--- src/rtl/pic_cas_pkg.sv ---
package pic_cas_pkg;
  localparam int LINES     = 8;
  localparam int IDX_W     = $clog2(LINES);
  localparam int NUM_CTRL  = 2;
  localparam int CASC_LINE = 2;
  localparam int SPUR_LINE = LINES - 1;

  localparam logic [LINES-1:0] MASTER_TRIG_MASK = 8'hF8;
  localparam logic [LINES-1:0] SLAVE_TRIG_MASK  = 8'hDE;

  function automatic logic [IDX_W-1:0] first_set(input logic [LINES-1:0] v);
    logic [IDX_W-1:0] r;
    r = '0;
    for (int i = LINES - 1; i >= 0; i--) begin
      if (v[i]) r = i[IDX_W-1:0];
    end
    return r;
  endfunction
endpackage

--- src/rtl/pic_unit.sv ---
module pic_unit
  import pic_cas_pkg::*;
#(
  parameter logic [LINES-1:0] TRIG_MASK = 8'hFF
) (
  input  logic             clk_i,
  input  logic             rst_ni,
  input  logic [LINES-1:0] req_i,
  input  logic [LINES-1:0] pulse_i,
  input  logic             trig_we_i,
  input  logic [LINES-1:0] trig_wdata_i,
  input  logic             ack_i,
  output logic             has_win_o,
  output logic [IDX_W-1:0] win_o,
  output logic [LINES-1:0] irr_o
);
  logic [LINES-1:0] trig_q, last_q, irr_q, irr_d, rise, clr;

  assign rise      = req_i & ~last_q;
  assign has_win_o = |irr_q;
  assign win_o     = first_set(irr_q);
  assign irr_o     = irr_q;

  always_comb begin
    clr = '0;
    if (ack_i && has_win_o) clr[win_o] = 1'b1;
    for (int i = 0; i < LINES; i++) begin
      if (trig_q[i]) irr_d[i] = req_i[i];
      else           irr_d[i] = (irr_q[i] & ~clr[i]) | rise[i] | pulse_i[i];
    end
  end

  always_ff @(posedge clk_i or negedge rst_ni) begin
    if (!rst_ni) begin
      trig_q <= '0;
      last_q <= '0;
      irr_q  <= '0;
    end else begin
      last_q <= req_i;
      irr_q  <= irr_d;
      if (trig_we_i) trig_q <= trig_wdata_i & TRIG_MASK;
    end
  end


  trig_mask_chk: assert property (@(posedge clk_i) disable iff (!rst_ni)
    (trig_q & ~TRIG_MASK) == '0);


  level_keep_chk: assert property (@(posedge clk_i) disable iff (!rst_ni)
    ack_i && has_win_o && trig_q[win_o] && req_i[win_o] && !trig_we_i
    |=> irr_q[$past(win_o)]);


  edge_clear_chk: assert property (@(posedge clk_i) disable iff (!rst_ni)
    ack_i && has_win_o && !trig_q[win_o] && !rise[win_o] && !pulse_i[win_o] && !trig_we_i
    |=> !irr_q[$past(win_o)]);
endmodule

--- src/rtl/pic_vec_sel.sv ---
module pic_vec_sel
  import pic_cas_pkg::*;
#(
  parameter logic [7:0] M_BASE = 8'h20,
  parameter logic [7:0] S_BASE = 8'h28
) (
  input  logic             ack_i,
  input  logic             m_has_i,
  input  logic [IDX_W-1:0] m_win_i,
  input  logic             s_has_i,
  input  logic [IDX_W-1:0] s_win_i,
  output logic             ack_m_o,
  output logic             ack_s_o,
  output logic [7:0]       vec_o
);
  localparam logic [IDX_W-1:0] CASC = IDX_W'(CASC_LINE);
  localparam logic [IDX_W-1:0] SPUR = IDX_W'(SPUR_LINE);

  logic to_slave;
  assign to_slave = m_has_i && (m_win_i == CASC);
  assign ack_m_o  = ack_i && m_has_i;
  assign ack_s_o  = ack_i && to_slave;

  always_comb begin
    if (!m_has_i)      vec_o = M_BASE + 8'(SPUR);
    else if (to_slave) vec_o = S_BASE + 8'(s_has_i ? s_win_i : SPUR);
    else               vec_o = M_BASE + 8'(m_win_i);
  end
endmodule

--- src/rtl/pic_cascade.sv ---
module pic_cascade
  import pic_cas_pkg::*;
#(
  parameter logic [7:0] M_BASE = 8'h20,
  parameter logic [7:0] S_BASE = 8'h28
) (
  input  logic                      clk_i,
  input  logic                      rst_ni,
  input  logic [NUM_CTRL*LINES-1:0] irq_i,
  input  logic                      ack_i,
  input  logic [NUM_CTRL-1:0]       trig_we_i,
  input  logic [LINES-1:0]          trig_wdata_i,
  output logic                      int_o,
  output logic [7:0]                vec_o
);
  logic [NUM_CTRL-1:0]                has_win, unit_ack;
  logic [NUM_CTRL-1:0][IDX_W-1:0]     win;
  logic [NUM_CTRL-1:0][LINES-1:0]     irr, pulse;
  logic                               casc_set, ack_m, ack_s;
  logic [7:0]                         vec_d, vec_q;

  // slave pending re-arms master cascade input each non-ack cycle
  assign casc_set = has_win[1] && !ack_i;

  for (genvar g = 0; g < NUM_CTRL; g++) begin : g_ctrl
    localparam logic [LINES-1:0] MASK = (g == 0) ? MASTER_TRIG_MASK : SLAVE_TRIG_MASK;
    if (g == 0) begin : g_casc
      assign pulse[g] = LINES'(casc_set) << CASC_LINE;
    end else begin : g_nocasc
      assign pulse[g] = '0;
    end
    pic_unit #(.TRIG_MASK(MASK)) u_unit (
      .clk_i       (clk_i),
      .rst_ni      (rst_ni),
      .req_i       (irq_i[g*LINES +: LINES]),
      .pulse_i     (pulse[g]),
      .trig_we_i   (trig_we_i[g]),
      .trig_wdata_i(trig_wdata_i),
      .ack_i       (unit_ack[g]),
      .has_win_o   (has_win[g]),
      .win_o       (win[g]),
      .irr_o       (irr[g])
    );
  end

  pic_vec_sel #(.M_BASE(M_BASE), .S_BASE(S_BASE)) u_sel (
    .ack_i  (ack_i),
    .m_has_i(has_win[0]),
    .m_win_i(win[0]),
    .s_has_i(has_win[1]),
    .s_win_i(win[1]),
    .ack_m_o(ack_m),
    .ack_s_o(ack_s),
    .vec_o  (vec_d)
  );

  assign unit_ack = {ack_s, ack_m};

  always_ff @(posedge clk_i or negedge rst_ni) begin
    if (!rst_ni)    vec_q <= '0;
    else if (ack_i) vec_q <= vec_d;
  end

  assign vec_o = vec_q;
  assign int_o = has_win[0];


  spurious_master_chk: assert property (@(posedge clk_i) disable iff (!rst_ni)
    ack_i && !int_o |=> vec_o == M_BASE + 8'(SPUR_LINE));


  cascade_set_chk: assert property (@(posedge clk_i) disable iff (!rst_ni)
    has_win[1] && !ack_i |=> irr[0][CASC_LINE]);


  slave_ack_chk: assert property (@(posedge clk_i) disable iff (!rst_ni)
    unit_ack[1] |-> unit_ack[0]);


  master_vec_chk: assert property (@(posedge clk_i) disable iff (!rst_ni)
    ack_i && int_o && irr[0][0] |=> vec_o == M_BASE);
endmodule

--- config.mk ---
export PLATFORM = sky130hd
export DESIGN_NAME = pic_cascade
export DESIGN_NICKNAME = d
export VERILOG_FILES = /design/src/rtl/pic_cas_pkg.sv /design/src/rtl/pic_unit.sv /design/src/rtl/pic_vec_sel.sv /design/src/rtl/pic_cascade.sv
export SDC_FILE = /design/constraint.sdc
export NUM_CORES = 1
export LEC_CHECK = 0
export ABC_AREA = 1
export BUFFER_PORTS_ARGS = -buffer_cell sky130_fd_sc_hd__buf_2
export CORE_AREA = 2 2 65 67
export DETAILED_ROUTE_END_ITERATION = 10
export DIE_AREA = 0 0 67 69
export PLACE_DENSITY = 0.76
export SETUP_SLACK_MARGIN = 0.5
export SLEW_MARGIN = 10
export SYNTH_ARGS = -nofsm -noshare
export SYNTH_HDL_FRONTEND = slang
export SYNTH_SLANG_ARGS = --single-unit
--- constraint.sdc ---
create_clock -name clk_i -period 1.6 [get_ports clk_i]
set_input_delay 0.16 -clock clk_i [delete_from_list [all_inputs] [get_ports clk_i]]
set_output_delay 0.16 -clock clk_i [all_outputs]
set_load 0.02 [all_outputs]
; Yosys cells after proc, flatten, opt, wreduce, memory -nomap -nowiden
; Cells that the tools add are included.
[totals]
inputBits = 29
n_memories = 0
out_inout_bits = 9
elab_cells = 114
register_bits = 51
latchBits = 0
mem_bits_rw = 0
mem_bits_ro = 0
[op_classes]
addsub = 2
n_mux = 36
n_lt_le_gt_ge = 4
bitwise = 53
reduce_logical = 11
div = 0
n_shift = 0
multipliers = 0
n_eq_ne = 1
[op_table]
columns = op, count
row1 = 3-bit two-way mux, 17
row2 = 8-bit two-way mux, 4
row3 = 1-bit bitwise OR, 17
row4 = 1-bit bitwise AND, 16
row5 = 8-bit bitwise AND, 2
row6 = 1-bit NOT, 16
row7 = 8-bit NOT, 2
row8 = 8-bit OR reduction, 2
row9 = 1-bit two-way mux, 13
row10 = 6-bit by 8-bit adder with 8-bit output (first input constant), 1
row11 = 1-bit logical AND, 8
row12 = 3-bit by 4-bit < comparator with 1-bit output (second input constant), 2
row13 = 6-bit by 3-bit adder with 7-bit output (first input constant), 1
row14 = 1-bit demux with 3-bit select, 2
row15 = 3-bit by 1-bit >= comparator with 1-bit output (second input constant), 2
row16 = 3-bit by 2-bit == test with 1-bit output (second input constant), 1
row17 = 1-bit zero test, 1

; Logic depth before layout (Yosys ltp)
[depth]
depth_word = 17
mapped_depth = 12
mapped_depth_nobuf = 12

; Hierarchy
; Synthesis repeated with hierarchy kept, for this count alone.
[hier_totals]
cells_unflattened = 281
area_unflattened_um2 = 2329.7
[modules_own_cells]
columns = module, n_inst, area_per_inst_um2, cells_each
row1 = pic_unit at g_ctrl[1].u_unit, 1, 958.4, 113
row2 = pic_unit at g_ctrl[0].u_unit, 1, 917.1, 104
row3 = pic_cascade, 1, 316.6, 37
row4 = pic_vec_sel, 1, 137.6, 27

; Worst setup path before layout
; No wires, ideal clock.
[synth_path]
path_kind = flip-flop to flip-flop
start = reg g_ctrl[0].u_unit.irr_q[0]
end = reg g_ctrl[0].u_unit.irr_q[2]
stages_incl_launch_ff = 9
t_arrival_ns = 1.063
path_buffers = 0
slack_ns = 0.411
t_required_ns = 1.473
path_cell_list = dfrtp_1 -> nor2_2 -> o21ai_2 -> nor2_4 -> inv_2 -> nor2_8 -> inv_2 -> nand2_1 -> o211ai_2
[synth_via]
elab_chain_len = 10
[synth_lines]
columns = item, line_no
row1 = from (decl), pic_unit.sv:17  ; logic [LINES-1:0] trig_q, last_q, irr_q, irr_d, rise, clr;
row2 = from (signal assigned), pic_unit.sv:40  ; irr_q <= irr_d;
row3 = 3-bit two-way mux, pic_cas_pkg.sv:15  ; if (v[i]) r = i[IDX_W-1:0];
row4 = 3-bit by 4-bit < comparator with 1-bit output (not written as such) or 3-bit by 1-bit >= comparator with 1-bit output (tied branches), pic_unit.sv:26  ; if (ack_i && has_win_o) clr[win_o] = 1'b1;
row5 = 1-bit logical AND (not written as such), pic_unit.sv:26
row6 = 1-bit two-way mux (not written as such), pic_unit.sv:26
row7 = 1-bit demux with 3-bit select, --
row8 = 8-bit two-way mux *, pic_unit.sv:26
row9 = 1-bit NOT *, pic_unit.sv:29  ; else irr_d[i] = (irr_q[i] & ~clr[i]) | rise[i] | pulse_i[i];
row10 = 1-bit bitwise AND *, pic_unit.sv:29
row11 = 1-bit bitwise OR * (2 in a row), pic_unit.sv:29
row12 = via g_ctrl[0].u_unit.irr_d[2], pic_unit.sv:17
; Mark *: on every way through the listed nets, which the timed path passes. The rest lies on a longest branch.
; A chain may end at the register's enable or synchronous reset.

; Worst setup path in the final report
[layout_path]
start = reg g_ctrl[0].u_unit.irr_q[7]
end = out int_o
[layout_via]
elab_chain_len = 1
[layout_lines]
columns = item, line_no
row1 = 8-bit OR reduction, pic_unit.sv:20  ; assign has_win_o = |irr_q;
row2 = to (decl), pic_cascade.sv:13  ; output logic int_o,
; Every way passes these cells.

==> impl_metrics.json <==
{
  "most-common-layout-cells": "70 x nand2_1, 47 x dfrtp_1, 32 x buf_2",
  "dp_hpwl_um": 2680,
  "yosys_warnings": 0,
  "period_share_pct": 90.3,
  "p_sw_w": 0.000778,
  "critPathMaxStageDelay_ns": 0.39,
  "p_clk_share_pct": 32.6,
  "num-nets-final": 337,
  "maxCapViolCount": 0,
  "multi_input_area_sq_um": 826,
  "grt_pass1_vias": 1738,
  "wirelength_um": 4460,
  "clock-sinks": 48,
  "grt_pass1_wl_um": 7360,
  "cts-buffers-inserted": 5,
  "portBuffers": 33,
  "cts.path.max_buffers": 2,
  "layout-drive-gt1-share_pct": 31.4,
  "setup_viol": 0,
  "max-vdd-ir-drop_v": 0.000615,
  "ys_seq_area_share_pct": 58.2,
  "synth_top_area_share_pct": 58.2,
  "cts-htree-levels": 2,
  "grt_max_degree": 31,
  "seq_area_sq_mm": 0.00120,
  "die_area_sq_mm": 0.00462,
  "pre_cts_slack_ns": 0.293,
  "path_class": "flop to output port",
  "yosys.area.top_type": "dfrtp_1",
  "cts_tree": "yes",
  "swShare_pct": 27.7,
  "vias": 1733,
  "synth-simple-area-share_pct": 25.0,
  "clock_skew_ns": 0.0107,
  "grt_usage_pct": 20.5,
  "tns_ns": 0,
  "path_cells": "inv_1, nand2_1, nor2_2, nand3_2, buf_6",
  "cp_max_fo": 2,
  "final_common_cell": "nand2_1",
  "gr-total-overflow": 0,
  "first_pass_iters": 4,
  "power_leakage_nw": 1.45,
  "cts_root_buf": "clkbuf_8",
  "setup_slack_ns": 0.155,
  "fmax_ghz": 0.692,
  "power_density_mw_per_mm2": 1000,
  "fillers": 287,
  "seqPwrFrac_pct": 48.9,
  "cp-start-kind": "flop",
  "crit_path_end_kind": "output port",
  "syn-cell-area_sq_mm": 0.00206,
  "drtIter0Drc": 102,
  "final-hold-violation-count": 0,
  "hp-class": "input port to flop",
  "clock_latency_ns": 0.31,
  "cp_slowest_cell": "dfrtp_1",
  "required_ns": 1.44,
  "synth_cell_type_count": 23,
  "synth-adder-area-share_pct": 0,
  "avgSynthCellArea_sq_um": 8.50,
  "path_clk_slew_ns": 0.09,
  "post-route-util_pct": 71.8,
  "hold_slack_ns": 0.0654,
  "start_util_pct": 52.7,
  "antenna_cells": 0,
  "synth_area_leaders": "dfrtp_1 58%, nand2_1 14%, inv_1 5.8%",
  "intPower_w": 0.00203,
  "slew_violations": 0,
  "synth-xor-area-share_pct": 0,
  "syn_inst": 243,
  "synth-compound-area-share_pct": 7.88,
  "core-area_sq_mm": 0.00391,
  "fp.dieW_um": 67,
  "arrival_ns": 1.28,
  "yosys_register_bits": 48,
  "status": "finished, final reports clean",
  "antenna_found_initial": 0,
  "io_pins": 38,
  "syn2layout_area_growth_pct": 36.1,
  "rsz0062_at_grt": "yes",
  "layout_min_cycle_time_ns": 1.44,
  "rows": 23,
  "die_y_um": 69,
  "drc": 0,
  "drt-wirelength-per-cell_um": 12.4,
  "p_comb_share_pct": 18.5,
  "synthMuxAreaShare_pct": 0,
  "power_w": 0.00281,
  "viasPerCell": 4.83,
  "drtAntennaViolNets": 0,
  "synth_top_family_by_area": "simple AND/OR/NAND/NOR gates",
  "gp_congestion": 0.815
}
==> power groups by stage <==
stage	clock network [W]	registers (W)	logic, W
after CTS	0.000932	0.00137	0.000454
after global routing	0.000983	0.00139	0.000583
after floorplan	0	0.00139	0.000242
final	0.000917	0.00137	0.000520
after detailed placement	0	0.00139	0.000373
after global placement	0	0.00139	0.000362
==> worst max-delay path, delay by kind of cell (launching register included) <==
| family | cells | cell delay (ns) |
|---|---|---|
| flip-flops | 1 | 0.39 |
| AND/OR/NAND/NOR | 3 | 0.34 |
| buffers and inverters | 2 | 0.24 |
==> area by class of cell <==
| cell class | count | share of cell area (%) |
|---|---|---|
| multi-input cells | 152 | 29.4 |
| flip-flops and latches | 48 | 42.8 |
| well taps | 50 | 2.23 |
| clock buffers | 6 | 2.94 |
| inverters | 40 | 5.43 |
| repair buffers | 61 | 15.8 |
| clock inverters | 2 | 1.38 |
==> stage by stage <==
stage,instances,area (sq um)
2_1_floorplan,245,2070
3_3_place_gp,324,2290
3_5_place_dp,324,2290
4_1_cts,355,2690
5_1_grt,359,2810
6_report,359,2810
==> registers in the layout, indices dropped and copies added, names as in the netlist <==
register / count
g_ctrl.u_unit.irr_o: 16
g_ctrl.u_unit.last_q: 16
g_ctrl.u_unit.trig_q: 11
vec_o: 5
==> repair_timing <==
item / CTS / global route
cloned: 0 / 0
buffers inserted: 6 / 4
setup endpoints to repair: 19 / 19
endpoints found under the hold margin: 34 / 0
resized for setup: 20 / 21
pin swaps: 8 / 10
hold buffers: 17 / 0
==> logic make-up after synthesis <==
kind of cell,Yosys count
other,1
and+or+nand+nor,120
AOI/OAI and AO/OA,29
buffers and inverters,45
DFF,48
==> synthesized netlist by cell type <==
| cell | instances |
|---|---|
| nand2_1 | 78 |
| dfrtp_1 | 48 |
| inv_1 | 32 |
| nor2_1 | 19 |
| o21ai_0 | 14 |
| nand3_1 | 11 |
| inv_2 | 8 |
| o21ai_1 | 6 |
| a21oi_1 | 4 |
| buf_4 | 3 |
| nand2_2 | 3 |
| nand4_1 | 3 |
| clkbuf_1 | 2 |
| o21ai_2 | 2 |
| o22ai_1 | 2 |
| conb_1 | 1 |
| nand2_4 | 1 |
| nor2_2 | 1 |
| nor2_4 | 1 |
| nor2_8 | 1 |
| nor3_1 | 1 |
| o211ai_2 | 1 |
| or2_2 | 1 |
==> path summary, 6_finish.rpt <==
path | from | slack, ns | cells past startpoint | end
worst max register to register | g_ctrl[0].u_unit.irr_o[3] | 0.22 | 9 | g_ctrl[0].u_unit.irr_o[2]
worst max-delay path | g_ctrl[0].u_unit.irr_o[7] | 0.16 | 5 | int_o
worst min register to register | g_ctrl[0].u_unit.last_q[0] | 0.43 | 1 | g_ctrl[0].u_unit.irr_o[0]
min in group asynchronous | rst_ni | 0.33 | 2 | g_ctrl[1].u_unit.last_q[4]
worst min-delay path | trig_wdata_i[2] | 0.07 | 3 | g_ctrl[1].u_unit.trig_q[2]
max in group asynchronous | rst_ni | 0.76 | 3 | g_ctrl[0].u_unit.irr_o[2]
==> metal layers <==
| layer | wire length [um] | vias to the layer above | global-route usage, % |
|---|---|---|---|
| met2 | 2210 | 54 | 33.7 |
| li1 | - | 870 | - |
| met5 | 0 | - | 0 |
| met4 | 76 | 0 | 6.58 |
| met1 | 1960 | 800 | 26.8 |
| met3 | 211 | 9 | 4.40 |
(Power assumes the default switching activity.)
